<file path="config.mk">
export PLATFORM = sky130hd
export DESIGN_NAME = led_status_serializer
export DESIGN_NICKNAME = d
export VERILOG_FILES = /design/src/rtl/led_ser_pkg.sv /design/src/rtl/led_frame_timer.sv /design/src/rtl/led_bit_sequencer.sv /design/src/rtl/led_snapshot_shifter.sv /design/src/rtl/led_status_serializer.sv
export SDC_FILE = /design/constraint.sdc
export NUM_CORES = 1
export LEC_CHECK = 0
export ABC_AREA = 1
export CAP_MARGIN = 30
export CORE_MARGIN = 1
export CORE_UTILIZATION = 65
export CTS_BUF_LIST = sky130_fd_sc_hd__clkbuf_8
export DETAILED_ROUTE_END_ITERATION = 6
export DONT_BUFFER_PORTS = 1
export PLACE_DENSITY = 0.9
export REMOVE_ABC_BUFFERS = 1
export SLEW_MARGIN = 30
export SYNTH_ARGS = -nofsm -noshare
export SYNTH_HDL_FRONTEND = slang
export SYNTH_SLANG_ARGS = --single-unit
</file>
<file path="constraint.sdc">
create_clock -name clk -period 3.05 [get_ports clk]
set_input_delay 0 -clock clk [delete_from_list [all_inputs] [get_ports clk]]
set_output_delay 0 -clock clk [all_outputs]
set_load 0.01 [all_outputs]
</file>
<file path="src/rtl/led_ser_pkg.sv">
package led_ser_pkg;

  localparam int NUM_PORTS  = 8;
  localparam int FRAME_BITS = 24;
  localparam int MIRROR_LO  = 3;   // first port repeated in the upper partition group

  typedef logic [FRAME_BITS-1:0] led_frame_t;

  // Assemble the 24-bit frame; bit 0 leaves the block first.
  function automatic led_frame_t build_frame(
      input logic [NUM_PORTS-1:0] part,
      input logic                 coll_slow,
      input logic                 coll_fast,
      input logic                 memfail,
      input logic [NUM_PORTS-1:0] rxact);
    led_frame_t f;
    f = '0;
    for (int p = 0; p < NUM_PORTS; p++) begin
      f[p]             = part[p];
      f[2*NUM_PORTS+p] = rxact[p];
    end
    f[NUM_PORTS]   = coll_slow;
    f[NUM_PORTS+1] = coll_fast;
    f[NUM_PORTS+2] = memfail;
    for (int p = MIRROR_LO; p < NUM_PORTS; p++) begin
      f[NUM_PORTS+p] = part[p];
    end
    return f;
  endfunction

  // A strobe phase index is in the high half once it reaches the half length.
  function automatic logic phase_high(input int unsigned ph, input int unsigned half);
    return ph >= half;
  endfunction

endpackage

</file>
<file path="src/rtl/led_frame_timer.sv">
module led_frame_timer #(
  parameter int FRAME_CYC = 2_100_000
) (
  input  logic clk,
  input  logic rst_n,
  output logic frame_tick
);
  localparam int CW = (FRAME_CYC > 1) ? $clog2(FRAME_CYC) : 1;
  localparam logic [CW-1:0] WRAP = CW'(FRAME_CYC - 1);

  logic [CW-1:0] cnt;

  always_ff @(posedge clk or negedge rst_n) begin
    if (!rst_n) begin
      cnt <= '0;
    end else if (cnt == WRAP) begin
      cnt <= '0;
    end else begin
      cnt <= cnt + 1'b1;
    end
  end

  assign frame_tick = (cnt == '0);
endmodule

</file>
<file path="src/rtl/led_bit_sequencer.sv">
module led_bit_sequencer
  import led_ser_pkg::*;
#(
  parameter int HALF_CYC = 4,
  parameter int NBITS    = 24
) (
  input  logic clk,
  input  logic rst_n,
  input  logic start,
  output logic active,
  output logic strobe_high,
  output logic advance
);
  localparam int PH_N = 2 * HALF_CYC;
  localparam int PW   = (PH_N > 1) ? $clog2(PH_N) : 1;
  localparam int IW   = (NBITS > 1) ? $clog2(NBITS) : 1;
  localparam logic [PW-1:0] PH_LAST  = PW'(PH_N - 1);
  localparam logic [IW-1:0] IDX_LAST = IW'(NBITS - 1);

  logic [PW-1:0] ph;
  logic [IW-1:0] idx;
  logic          last_bit;

  assign last_bit    = (idx == IDX_LAST);
  assign advance     = active && (ph == PH_LAST);
  assign strobe_high = active && phase_high(int'(ph), HALF_CYC);

  always_ff @(posedge clk or negedge rst_n) begin
    if (!rst_n) begin
      active <= 1'b0;
      ph     <= '0;
      idx    <= '0;
    end else if (!active) begin
      if (start) begin
        active <= 1'b1;
        ph     <= '0;
        idx    <= '0;
      end
    end else if (advance) begin
      ph <= '0;
      if (last_bit) begin
        active <= 1'b0;
        idx    <= '0;
      end else begin
        idx <= idx + 1'b1;
      end
    end else begin
      ph <= ph + 1'b1;
    end
  end
endmodule

</file>
<file path="src/rtl/led_snapshot_shifter.sv">
module led_snapshot_shifter #(
  parameter int NBITS = 24
) (
  input  logic             clk,
  input  logic             rst_n,
  input  logic             load,
  input  logic             shift,
  input  logic [NBITS-1:0] frame_in,
  output logic             head_bit
);
  logic [NBITS-1:0] sreg;

  always_ff @(posedge clk or negedge rst_n) begin
    if (!rst_n) begin
      sreg <= '0;
    end else if (load) begin
      sreg <= frame_in;
    end else if (shift) begin
      sreg <= {1'b0, sreg[NBITS-1:1]};
    end
  end

  assign head_bit = sreg[0];
endmodule

</file>
<file path="src/rtl/led_status_serializer.sv">
module led_status_serializer
  import led_ser_pkg::*;
#(
  parameter int HALF_CYC  = 4,
  parameter int FRAME_CYC = 2_100_000
) (
  input  logic                 clk,
  input  logic                 rst_n,
  input  logic [NUM_PORTS-1:0] port_part,
  input  logic                 col_10m,
  input  logic                 col_100m,
  input  logic                 mem_fail,
  input  logic [NUM_PORTS-1:0] port_rx_act,
  output logic                 led_dat,
  output logic                 led_clk
);
  localparam int NBITS = FRAME_BITS;

  // Named internal events, visible to the bound checker.
  logic       frame_tick;
  logic       burst_start;
  logic       burst_active;
  logic       bit_advance;
  logic       strobe_high;
  logic       shift_head;
  led_frame_t frame_now;

  assign frame_now   = build_frame(port_part, col_10m, col_100m, mem_fail, port_rx_act);
  assign burst_start = frame_tick && !burst_active;

  led_frame_timer #(.FRAME_CYC(FRAME_CYC)) u_timer (
    .clk        (clk),
    .rst_n      (rst_n),
    .frame_tick (frame_tick)
  );

  led_bit_sequencer #(.HALF_CYC(HALF_CYC), .NBITS(NBITS)) u_seq (
    .clk         (clk),
    .rst_n       (rst_n),
    .start       (burst_start),
    .active      (burst_active),
    .strobe_high (strobe_high),
    .advance     (bit_advance)
  );

  led_snapshot_shifter #(.NBITS(NBITS)) u_shift (
    .clk      (clk),
    .rst_n    (rst_n),
    .load     (burst_start),
    .shift    (bit_advance),
    .frame_in (frame_now),
    .head_bit (shift_head)
  );

  assign led_clk = strobe_high;
  assign led_dat = burst_active && shift_head;
endmodule

</file>
; ---- After elaboration in Yosys (flattened, before gate mapping)
; Index checks and enable logic that the tools add are counted.
[word_totals]
ff_bits = 55
input_bits = 21
out_inout_bits = 2
word_cells = 36
[classes]
addsub = 3
magnitude_cmp = 1
eq_ne = 4
muxes = 14
n_reduce_logical = 9
[ops]
columns = cell, count
row1 = two-way mux 24 bit, 2
row2 = "adder 22 x 1 -> 22 bit, second input constant", 1
row3 = "== test 22 bit, second input constant", 1
row4 = logical NOT 22 bit, 1
row5 = two-way mux 22 bit, 1
row6 = two-way mux 5 bit, 4
row7 = two-way mux 3 bit, 3
row8 = "adder 5 x 1 -> 5 bit, second input constant", 1
row9 = "== test 5 bit, second input constant", 1
row10 = logical AND 1 bit, 4
row11 = two-way mux 1 bit, 4
row12 = nonzero test 2 bit, 2
row13 = "adder 3 x 1 -> 3 bit, second input constant", 1
row14 = "== test 3 bit, second input constant", 1
row15 = ">= comparator 3 bit, second input constant", 1
row16 = "inequality test 2 bit, second input constant", 1
row17 = AND reduction 2 bit, 1
row18 = logical NOT 1 bit, 1

; ---- Longest topological paths before layout
; Gate-level depths: netlist of the first run.
[depth]
depth_word = 4
depth_mapped = 11
mapped_depth_nobuf = 11

; ---- Hierarchy
; From an unflattened synthesis of the first run, not the netlist that was laid out.
[hier_totals]
hier_cells = 371
area_unflattened_um2 = 2925.3
[by_module_without_submodules]
columns = mod, instances, cells_each, area_each_um2, seq_area_each_um2
row1 = led_frame_timer, 1, 182, 1341.3, 550.5
row2 = led_snapshot_shifter, 1, 130, 1108.6, 600.6
row3 = led_bit_sequencer, 1, 55, 460.4, 225.2
row4 = led_status_serializer, 1, 4, 15.0, 0.0

; ---- Worst setup path before layout of the first run
; Ideal clock, no wire load.
[synth_timing]
path_kind = flip-flop to flip-flop
from = reg u_seq.ph[0]
to = reg u_shift.sreg[10]
setup_ps = 69
t_arrival_ps = 1505
t_required_ps = 2981
path_slack_ps = 1476
path_stages_with_launch = 8
n_path_buf = 2
period_less_slack_ps = 1574
path_cell_list = dfrtp_1 > ha_1 > ha_1 > nand2_1 > buf_2 > buf_1 > nand3_1 > nand3_1
[synth_via]
elab_chain_len = 3
[synth_lines]
columns = element, line_no
row1 = "start, declared", led_bit_sequencer.sv:20  ; logic [PW-1:0] ph;
row2 = "start signal, assigned", led_bit_sequencer.sv:48  ; ph <= ph + 1'b1;
row3 = == test 3 bit, led_bit_sequencer.sv:25  ; assign advance = active && (ph == PH_LAST);
row4 = logical AND 1 bit, led_bit_sequencer.sv:25
row5 = nonzero test 2 bit (no line), -
row6 = "end signal, assigned", led_snapshot_shifter.sv:17  ; sreg <= frame_in;
row7 = "end signal, assigned", led_snapshot_shifter.sv:19  ; sreg <= {1'b0, sreg[NBITS-1:1]};
row8 = "end, declared", led_snapshot_shifter.sv:11  ; logic [NBITS-1:0] sreg;
; No other way between the ends.
; A chain may end at the register's enable or synchronous reset.

; ---- Final worst setup path of the first run
[layout_timing]
from = reg u_timer.cnt[0]
to = reg u_shift.sreg[12]
[layout_via]
elab_chain_len = 3
word_cells_on_any_way = 4
classes_between = mux: 1 / reduce/logical: 3
[layout_lines]
columns = element, line_no
row1 = "start, declared", led_frame_timer.sv:11  ; logic [CW-1:0] cnt;
row2 = "start signal, assigned", led_frame_timer.sv:19  ; cnt <= cnt + 1'b1;
row3 = logical NOT 22 bit *, led_frame_timer.sv:23  ; assign frame_tick = (cnt == '0);
row4 = logical AND 1 bit *, led_status_serializer.sv:29  ; assign burst_start = frame_tick && !burst_active;
row5 = two-way mux 24 bit or nonzero test 2 bit (tied branches), -
; Mark *: on every way between the ends. The rest lies on a longest branch, timed or not.

==> impl_metrics.csv, run 1 <==
group,metric,value,unit
status,status,"complete, no violations",
critical_path,worstReg2RegStart,"u_timer.cnt[0]",
grt,grt_antenna_before_repair,0,
place,place_hpwl,4.17,mm
clock_tree,cts_hold_buf,21,
synthesis,yosysWarningCount,0,
detailed_routing,first_iter_violations,295,
critical_path,worst_ep_required_time,3.30,ns
synthesis,synth-edff-count,0,
critical_path,crit_path_start_kind,"register",
synthesis,post_synth_inst_count,366,
final_layout,num_antenna_cells,0,
place,routabilityCongestion,0.995,
die,row_count,23,
die,ioPinCount,23,
critical_path,worstSetupPathType,"register to register",
sta,post-route-min-period,2.16,ns
synthesis,post_synth_main_area_contributors,"sky130_fd_sc_hd__dfrtp_1, sky130_fd_sc_hd__nand2_1, sky130_fd_sc_hd__nand3_1",
sta,fmaxAchievable,464,MHz
grt,global_route_wire_length_before_repair,10.7,mm
grt,grt-ovfl-total,0,
synthesis,synth_top_area_share,47.5,%
clock_tree,cts_tree,"done",
final_layout,layout.area.seq,1380,µm²
clock_tree,h-tree-depth,2,
clock_tree,cts_made_buffers,5,
sta,setup_tns,0,ns
final_layout,drive_above_1_share,7.49,%
die,floorplan.initialDensity,70.0,%
critical_path,worstRegToRegCells,10,
clock_tree,postCtsResizedCells,0,
grt,groute.usage.overall,31.5,%
synthesis,synth_top_cell_by_area,"sky130_fd_sc_hd__dfrtp_1",
grt,grt_pass1_vias,2294,
sta,worst_slew_margin_rel,64.9,%
place,io_buffers,0,
detailed_routing,drt_first_pass_iters,5,
sta,finalHoldViolations,0,
critical_path,critPathCaptureType,"register",
sta,report.final.slew_viol_count,0,
detailed_routing,drt.antenna.violating_nets,0,
grt,grtUsageMet2,47.4,%
sta,whs,0.247,ns
sta,final_worst_path_setup_slack,0.894,ns
detailed_routing,detail_route.vias_per_cell,5.84,
clock_tree,cts.clk_slew.worst_paths,0.11,ns
critical_path,rrSetupSlack,0.89,ns
final_layout,number_of_nets_in_the_layout,412,
die,floorplan.die.width,68.8,µm
sta,tightest_slew,0.526,ns
synthesis,synth.distinct_cells,30,
critical_path,crit_end,"u_shift.sreg[12]",
synthesis,synth_seq_area_share,47.5,%
detailed_routing,routedWlPerCell,15.2,µm
power,vdd_drop_max,0.000314,V
final_layout,layout_area_growth_over_synthesis,11.3,%
critical_path,r2r-end,"u_shift.sreg[12]",
worst_hold_path,timing.hold.worst.class,"primary input to async pin",
flow_run,cap_violations,0,
grt,groute.layer.met3.usage,7.73,%
synthesis,synthesis.area,2900,µm²
die,die_y,68.8,µm
synthesis,synth.ff_latch_count,55,
critical_path,critPathMaxFanout,37,
clock_tree,clk_path_buf_depth,2,
clock_tree,worst_skew_pair.late_latency,0.32,ns
detailed_routing,routed-via-count,2554,
synthesis,synth-async-reset-ratio,100,%
final_layout,number_of_inserted_filler_cells_in_the_final_layout,297,
synthesis,avgSynthCellArea,7.92,µm²
power,leakage,0.00156,µW
sta,min_period_over_period,70.7,%
clock_tree,cts_root_buf,"sky130_fd_sc_hd__clkbuf_8",
sta,skew,0.0204,ns
sta,grt_setup_unrepaired,"false",
clock_tree,cts.repair_timing.setup_buffer_count,0,
synthesis,synth_flop_cell,"sky130_fd_sc_hd__dfrtp_1",
sta,setup_viol_count_final,0,
detailed_routing,residual_drc,0,
detailed_routing,detail_route.wirelength,6.64,mm
critical_path,cp_data_arrival_time,2.41,ns
place,detailedPlace.worstSlack,1.02,ns
grt,gr-max-usage-layer,"met2",
grt,met1_demand_to_capacity_share_in_global_routing,41.7,%
clock_tree,clock_sinks,55,
grt,grt_max_degree,56,
die,placeable_core_region,4140,µm²
final_layout,area_of_the_multi_input_gates,1330,µm²
die,dieArea,4730,µm²
power,pwr_density_cell,373,nW/µm²
critical_path,crit_path_start,"u_timer.cnt[0]",
-- kinds of logic (layout without fill, tap and decap cells) --
logic type | after synthesis | count (layout) | synth area share (%)
buffers and inverters | 47 | 68 | 6.82
AND/OR/NAND/NOR | 226 | 226 | 35.8
adder cells (fa/ha/maj) | 5 | 5 | 2.16
XOR/XNOR | 14 | 14 | 4.23
AO/OA/AOI/OAI | 19 | 19 | 3.49
flip-flops | 55 | 55 | 47.5
-- worst max-delay path: stages, from the launching register on --
cell,delay [ns]
sky130_fd_sc_hd__dfrtp_1,0.42
sky130_fd_sc_hd__inv_1,0.07
sky130_fd_sc_hd__ha_1,0.14
sky130_fd_sc_hd__inv_1,0.03
sky130_fd_sc_hd__nor2_1,0.13
sky130_fd_sc_hd__nand2_1,0.09
sky130_fd_sc_hd__nor2_2,0.13
sky130_fd_sc_hd__nand4_4,0.42
sky130_fd_sc_hd__clkinv_2,0.37
sky130_fd_sc_hd__nand2_1,0.15
sky130_fd_sc_hd__nand3_1,0.14
-- through the flow --
stage	util, %	cell area [µm²]	cells	power, µW
global route	77.9	3230	437	1240
finish	77.9	3230	437	1200
detailed placement	70.4	2920	408	779
global placement	70.4	2920	408	777
CTS	77.9	3230	437	1200
floorplan	-	2850	357	774
-- cell type report --
cell class	instances	share of cell area, %
clock inverters	3	0.504
repair buffers	22	7.28
well taps	50	1.94
clock buffers	5	2.13
multi-input cells	264	41.1
flip-flops and latches	55	42.6
inverters	38	4.46
-- worst min path at each step --
stage | from | end | slack (ns) | depth (start not counted)
detailed placement | rst_n | u_timer.cnt[15] | -0.29 | 0
global placement | rst_n | u_timer.cnt[17] | -0.29 | 0
global route | rst_n | u_shift.sreg[19] | 0.26 | 2
floorplan | rst_n | u_seq.active | -0.30 | 0
CTS | rst_n | u_shift.sreg[3] | 0.23 | 2
finish | rst_n | u_shift.sreg[20] | 0.25 | 2
-- state kept, by name, indices dropped and copies added (netlist names) --
register and flops:
u_seq.idx 5, u_seq.active 1, u_seq.ph 3, u_timer.cnt 22, u_shift.sreg 24
-- synthesized netlist by cell type (2+ instances only) --
cell type	instances
sky130_fd_sc_hd__nor3b_2	2
sky130_fd_sc_hd__o21ai_1	3
sky130_fd_sc_hd__o21ai_0	6
sky130_fd_sc_hd__nand2_1	103
sky130_fd_sc_hd__nor3_1	9
sky130_fd_sc_hd__nand4_1	6
sky130_fd_sc_hd__a21oi_1	6
sky130_fd_sc_hd__xor2_1	11
sky130_fd_sc_hd__nand3_1	55
sky130_fd_sc_hd__nor2_1	33
sky130_fd_sc_hd__inv_1	36
sky130_fd_sc_hd__o22ai_1	3
sky130_fd_sc_hd__ha_1	5
sky130_fd_sc_hd__nor2_2	7
sky130_fd_sc_hd__nor2_4	2
sky130_fd_sc_hd__buf_6	2
sky130_fd_sc_hd__xnor2_1	3
sky130_fd_sc_hd__buf_2	4
sky130_fd_sc_hd__nand2_2	4
sky130_fd_sc_hd__dfrtp_1	55
sky130_fd_sc_hd__buf_1	2
-- where the power goes --
group	internal [µW]	total, µW	leakage [µW]	switching, µW
clock	158	398	0.0000453	240
sequential	741	749	0.000697	8.20
combinational	28.6	57.2	0.000813	28.6
total	927	1200	0.00156	277
-- cell usage in the layout, fill, tap and decap left out, types with 2 or more instances in the layout --
master	instances
sky130_fd_sc_hd__nand2_1	103
sky130_fd_sc_hd__nand3_1	55
sky130_fd_sc_hd__dfrtp_1	55
sky130_fd_sc_hd__inv_1	37
sky130_fd_sc_hd__nor2_1	33
sky130_fd_sc_hd__dlygate4sd3_1	20
sky130_fd_sc_hd__xor2_1	11
sky130_fd_sc_hd__nor3_1	9
sky130_fd_sc_hd__nor2_2	7
sky130_fd_sc_hd__nand4_1	6
sky130_fd_sc_hd__a21oi_1	6
sky130_fd_sc_hd__o21ai_0	6
sky130_fd_sc_hd__ha_1	5
sky130_fd_sc_hd__clkbuf_8	5
sky130_fd_sc_hd__nand2_2	4
sky130_fd_sc_hd__xnor2_1	3
sky130_fd_sc_hd__o22ai_1	3
sky130_fd_sc_hd__o21ai_1	3
sky130_fd_sc_hd__nor2_4	2
sky130_fd_sc_hd__nor3b_2	2
sky130_fd_sc_hd__clkinv_2	2
-- routing by layer --
layer	up-vias	part of all wire (%)	wire length (µm)
met5	-	0	0
met4	0	3.6	237
met3	22	6.6	436
met2	122	46	3050
met1	1195	44	2920
li1	1215	-	-
Note: power is estimated with default switching activity, not from simulation.
==> run 2: changes to the inputs <==
clock period = 2 ns   (was 3.05 ns; I/O delays follow)
==> run 2 against run 1 <==
  * Global-route usage is 0.54 points lower
  * Sequential share of layout area is 0.65 points lower
  * Utilization grew 1.2 points
  * Non-clock buffer count grew 6
  * Design area up 1.5%
  * Sequential power rose by 52%
  * Via count is 0.67% higher
  * Critical path depth unchanged
  * Die area stayed put
  * Clock-buffer cell count stayed put
  * Critical path type unchanged
  * Critical endpoint is now u_shift.sreg[9]
==> impl_metrics.csv, run 2 (synthesized netlist as in run 1, its figures left out) <==
group,metric,value,unit
detailed_routing,first_iter_violations,239,
grt,grt-ovfl-total,0,
critical_path,worst_ep_required_time,2.21,ns
die,ioPinCount,23,
grt,grt_pass1_vias,2315,
final_layout,number_of_inserted_filler_cells_in_the_final_layout,268,
clock_tree,cts.clk_slew.worst_paths,0.10,ns
critical_path,worstReg2RegStart,"u_timer.cnt[0]",
grt,grt_max_degree,56,
flow_run,cap_violations,0,
die,row_count,23,
grt,groute.usage.overall,31.0,%
detailed_routing,residual_drc,0,
sta,min_period_over_period,92.5,%
clock_tree,worst_skew_pair.late_latency,0.32,ns
grt,grt_antenna_before_repair,0,
place,place_hpwl,4.29,mm
final_layout,leading_registers_by_flop_count,"u_shift.sreg x24, u_timer.cnt x22, u_seq.idx x5",
critical_path,cp_data_arrival_time,2.06,ns
sta,setup_viol_count_final,0,
clock_tree,clock_sinks,55,
final_layout,layout.cells.most_common,"sky130_fd_sc_hd__nand2_1",
power,vdd_drop_max,0.000492,V
sta,skew,0.0116,ns
clock_tree,h-tree-depth,2,
final_layout,layout_common_cells,"sky130_fd_sc_hd__nand2_1, sky130_fd_sc_hd__nand3_1, sky130_fd_sc_hd__dfrtp_1, sky130_fd_sc_hd__inv_1, sky130_fd_sc_hd__nor2_1",
detailed_routing,routed-via-count,2571,
power,leakage,0.00159,µW
detailed_routing,drt.antenna.violating_nets,0,
status,status,"complete, no violations",
power,pwr_density_cell,563,nW/µm²
die,floorplan.die.width,68.8,µm
place,routabilityCongestion,0.944,
die,dieArea,4730,µm²
final_layout,number_of_nets_in_the_layout,418,
critical_path,rrSetupSlack,0.15,ns
sta,fmaxAchievable,541,MHz
critical_path,critPathCaptureType,"register",
critical_path,cp_slowest_stage_delay,0.43,ns
critical_path,worstSetupPathType,"register to register",
detailed_routing,detail_route.wirelength,6.58,mm
sta,grt_setup_unrepaired,"false",
final_layout,registers.top_by_ff_count,"u_shift.sreg",
final_layout,largest_register_ffs,24,
critical_path,critPathMaxFanout,15,
detailed_routing,top_layer_used,"met4",
clock_tree,cts_made_buffers,5,
final_layout,layout_area_growth_over_synthesis,13.1,%
clock_tree,cts.repair_timing.setup_buffer_count,0,
detailed_routing,met3RoutedLength,455,µm
sta,post-route-min-period,1.85,ns
critical_path,critical_path.cell_chain,"inv_1 > ha_1 > inv_1 > nor2_1 > nand2_1 > nor2_2 > nand4_4 > buf_4 > o21ai_1 > nand2_1",
grt,global_route_wire_length_before_repair,10.5,mm
critical_path,r2r-end,"u_shift.sreg[9]",
critical_path,crit_path_start_kind,"register",
final_layout,drive_above_1_share,8.91,%
critical_path,worstRegToRegCells,10,
sta,tightest_slew,0.506,ns
detailed_routing,drt_met1_wl,2.96,mm
final_layout,num_antenna_cells,0,
critical_path,timing.critical_path.slowest_stage_cell,"sky130_fd_sc_hd__dfrtp_1",
detailed_routing,routedWlPerCell,14.8,µm
die,placeable_core_region,4140,µm²
clock_tree,clk_path_buf_depth,2,
sta,finalHoldViolations,0,
clock_tree,cts_root_buf,"sky130_fd_sc_hd__clkbuf_8",
detailed_routing,detailroute.wirelength.met2,3.02,mm
sta,worst_slew_margin_rel,66.2,%
detailed_routing,drt_first_pass_iters,5,
die,floorplan.initialDensity,70.0,%
detailed_routing,detail_route.vias_per_cell,5.80,
sta,whs,0.180,ns
final_layout,final_core_utilization,79.1,%
sta,report.final.slew_viol_count,0,
clock_tree,cts_tree,"done",
place,io_buffers,0,
die,die_y,68.8,µm
worst_hold_path,timing.hold.worst.class,"primary input to async pin",
[run 2: cell types whose count changed in the layout (fill, tap and decap cells not counted), sizes merged]
cell      before  now
clkinv         2    3
clkinvlp       1    0
buf            2    8
[run 2: cell type report]
cell class                      instances  area (µm²)  area share, %
Clock inverter                          3        21.3          0.649
Tap cell                               50        62.6           1.91
Inverter                               38         144           4.39
Multi-Input combinational cell        264        1330           40.4
Timing Repair Buffer                   28         280           8.55
Clock buffer                            5        68.8           2.10
Sequential cell                        55        1380           42.0
[run 2: timing repair]
action / 4_1_cts / 5_1_grt
endpoints found under the hold margin: 79 / 0
gates resized for setup: 0 / 0
setup endpoints to repair: 0 / 0
hold buffers: 21 / 0
[run 2: per-stage QoR]
step | worst slack (ns) | instances | TNS, ns | total power [µW] | area (µm²)
2_1_floorplan | -0.104 | 357 | -0.334 | 1180 | 2850
3_3_place_gp | 0.303 | 414 | 0 | 1190 | 2960
3_5_place_dp | 0.210 | 414 | 0 | 1190 | 2960
4_1_cts | 0.175 | 443 | 0 | 1840 | 3280
5_1_grt | 0.0111 | 443 | 0 | 1900 | 3280
6_report | 0.151 | 443 | 0 | 1850 | 3280
[run 2: worst max-delay path by stage]
| stage | from | endpoint | depth (start not counted) |
|---|---|---|---|
| floorplan | u_seq.ph[0] | u_seq.idx[0] | 8 |
| global route | u_timer.cnt[0] | u_shift.sreg[6] | 12 |
| detailed placement | u_timer.cnt[0] | u_shift.sreg[17] | 10 |
| global placement | u_timer.cnt[0] | u_shift.sreg[6] | 12 |
| CTS | u_timer.cnt[0] | u_shift.sreg[17] | 10 |
| finish | u_timer.cnt[0] | u_shift.sreg[9] | 10 |
[run 2: power by group]
part	switching, µW	leakage (µW)	internal, µW
logic	42.5	0.000840	43.9
clock network	373	0.0000495	247
registers	12.0	0.000697	1130
total	427	0.00159	1420
[run 2: critical path: cells and delay by family (launching register included)]
family                     cells  cell delay (ns)
AOI/OAI and AO/OA              1             0.14
adders and majority gates      1             0.14
buffers and inverters          3             0.39
DFF                            1             0.43
and+or+nand+nor                5             0.64
[run 2: metal layers]
metal / track usage, % / up-vias
met5: 0 / -
met4: 14.3 / 0
met3: 5.92 / 14
met2: 47.7 / 130
met1: 42.4 / 1196
li1: - / 1231
==> run 3: changes to the inputs <==
CORE_UTILIZATION = 35   (was 65)
PLACE_DENSITY = 0.58   (was 0.9)
==> run 3 against run 2 <==
  * Sequential power about the same
  * Critical path type unchanged
  * Setup slack better by 0.11 ns
  * Via count down 7.2%
  * Clock skew up 0.0025 ns
  * Design area up 3.9%
  * Wire length down 7.9%
  * Sequential share of layout area down 1.6 points
  * Die area up 83%
  * Critical endpoint is now u_seq.idx[0]
  * Largest power group unchanged
  * Combinational power down 3.0%
==> impl_metrics.csv, run 3 (synthesized netlist as in run 1, its figures left out) <==
group,metric,value,unit
status,status,"complete, no violations",
final_layout,registers.top_by_ff_count,"u_shift.sreg",
grt,grt-ovfl-total,0,
grt,groute.usage.overall,15.6,%
power,post-layout-total-power,1970,µW
final_layout,number_of_inserted_filler_cells_in_the_final_layout,763,
clock_tree,cts_root_buf,"sky130_fd_sc_hd__clkbuf_8",
sta,skew,0.0141,ns
power,pwr_density_cell,578,nW/µm²
place,io_buffers,0,
power,leakage,0.00162,µW
place,detailedPlace.worstSlack,0.177,ns
sta,grt_setup_unrepaired,"false",
die,ioPinCount,23,
clock_tree,cts_tree,"done",
critical_path,worstSetupPathType,"register to register",
sta,worst_slew_margin_rel,73.5,%
detailed_routing,drt_first_pass_iters,7,
final_layout,num_antenna_cells,0,
final_layout,leading_registers_by_flop_count,"u_shift.sreg x24, u_timer.cnt x22, u_seq.idx x5",
die,placeable_core_region,7890,µm²
sta,finalHoldViolations,0,
clock_tree,cts.clk_slew.worst_paths,0.10,ns
critical_path,worst_ep_required_time,2.24,ns
final_layout,number_of_nets_in_the_layout,422,
detailed_routing,routed-via-count,2387,
final_layout,layout_area_growth_over_synthesis,17.5,%
sta,min_period_over_period,86.8,%
power,vdd_drop_max,0.000335,V
critical_path,critPathMaxFanout,12,
sta,final_worst_path_setup_slack,0.264,ns
sta,whs,0.216,ns
detailed_routing,first_iter_violations,171,
clock_tree,cts_made_buffers,5,
grt,grt_pass1_vias,2382,
final_layout,layout.cells.most_common,"sky130_fd_sc_hd__nand2_1",
detailed_routing,routedWlPerCell,12.1,µm
die,floorplan.initialDensity,36.8,%
final_layout,drive_above_1_share,9.82,%
detailed_routing,detail_route.wirelength,6.06,mm
critical_path,cp_data_arrival_time,1.98,ns
place,place_hpwl,4.35,mm
detailed_routing,drt.antenna.violating_nets,0,
die,row_count,32,
clock_tree,clk_path_buf_depth,2,
critical_path,critPathCaptureType,"register",
place,routabilityCongestion,0.859,
clock_tree,h-tree-depth,2,
detailed_routing,residual_drc,0,
clock_tree,clock_sinks,55,
flow_run,cap_violations,0,
sta,tightest_slew,0.398,ns
sta,report.final.slew_viol_count,0,
worst_hold_path,timing.hold.worst.class,"primary input to async pin",
detailed_routing,detail_route.vias_per_cell,4.78,
die,floorplan.die.width,93.0,µm
sta,post-route-min-period,1.74,ns
final_layout,layout_common_cells,"sky130_fd_sc_hd__nand2_1, sky130_fd_sc_hd__nand3_1, sky130_fd_sc_hd__dfrtp_1, sky130_fd_sc_hd__inv_1, sky130_fd_sc_hd__nor2_1",
die,die_y,93.0,µm
grt,grt_max_degree,56,
final_layout,largest_register_ffs,24,
die,dieArea,8650,µm²
grt,grt_antenna_before_repair,0,
sta,fmaxAchievable,576,MHz
critical_path,crit_path_start_kind,"register",
clock_tree,worst_skew_pair.late_latency,0.31,ns
grt,global_route_wire_length_before_repair,10.8,mm
sta,setup_viol_count_final,0,
[run 3: cell count changes in the layout (fill, tap and decap cells not counted)]
cell / delta
sky130_fd_sc_hd__clkinv_4: -2
sky130_fd_sc_hd__buf_4: +3
sky130_fd_sc_hd__inv_6: +1
sky130_fd_sc_hd__bufinv_16: +1
sky130_fd_sc_hd__buf_12: +1
[run 3: worst paths after layout]
kind                                 from               end  slack (ns)  depth (start not counted)
setup / recovery              u_seq.ph[0]      u_seq.idx[0]        0.26                          8
hold / removal                      rst_n    u_timer.cnt[6]        0.22                          2
setup reg to reg              u_seq.ph[0]      u_seq.idx[0]        0.26                          8
hold reg to reg               u_seq.ph[0]       u_seq.ph[0]        0.48                          1
max in group asynchronous           rst_n   u_timer.cnt[19]        1.54                          2
min in group clk           port_rx_act[7]  u_shift.sreg[23]        0.36                          3
[run 3: metal layers]
| layer | vias to the layer above | track usage, % | wire, µm |
|---|---|---|---|
| met1 | 1108 | 22.4 | 3100 |
| met2 | 33 | 24.4 | 2710 |
| met5 | - | 0 | 0 |
| met4 | 0 | 4.74 | 83 |
| li1 | 1240 | - | - |
| met3 | 6 | 1.95 | 160 |
[run 3: through the flow]
stage / cell area [µm²] / util, % / TNS [ns] / instances
floorplan: 2850 / - / -0.334 / 357
global placement: 3040 / 38.5 / 0 / 466
detailed placement: 3040 / 38.5 / 0 / 466
CTS: 3380 / 42.8 / 0 / 495
global route: 3410 / 43.2 / 0 / 499
finish: 3410 / 43.2 / 0 / 499
[run 3: final cells by class]
| class | instances | area [µm²] | share of cell area, % |
|---|---|---|---|
| flip-flops and latches | 55 | 1380 | 40.4 |
| repair buffers | 32 | 323 | 9.47 |
| multi-input cells | 264 | 1330 | 38.9 |
| clock buffers | 5 | 68.8 | 2.02 |
| inverters | 38 | 144 | 4.22 |
| clock inverters | 3 | 42.5 | 1.25 |
| well taps | 102 | 128 | 3.74 |
[run 3: timing repair]
item | in CTS | in global routing
setup buffers | 0 | 4
hold buffers | 21 | 0
endpoints found under the setup margin | 0 | 2
resized for setup | 0 | 0
hold endpoints to repair | 79 | 0
[run 3: critical path: stages (launching register included)]
cell                      delay, ns
sky130_fd_sc_hd__dfrtp_1       0.38
sky130_fd_sc_hd__ha_1          0.16
sky130_fd_sc_hd__ha_1          0.28
sky130_fd_sc_hd__nand2_1       0.15
sky130_fd_sc_hd__inv_1         0.33
sky130_fd_sc_hd__nand2_1       0.14
sky130_fd_sc_hd__inv_1         0.09
sky130_fd_sc_hd__nor2_1        0.04
sky130_fd_sc_hd__a21oi_1       0.11
[run 3: power by group]
| group | switching (µW) | internal, µW | leakage [µW] | total [µW] |
|---|---|---|---|---|
| Clock | 370 | 374 | 0.0000599 | 745 |
| Sequential | 10.7 | 1130 | 0.000697 | 1140 |
| Combinational | 40.0 | 43.8 | 0.000865 | 83.8 |
| Total | 421 | 1550 | 0.00162 | 1970 |
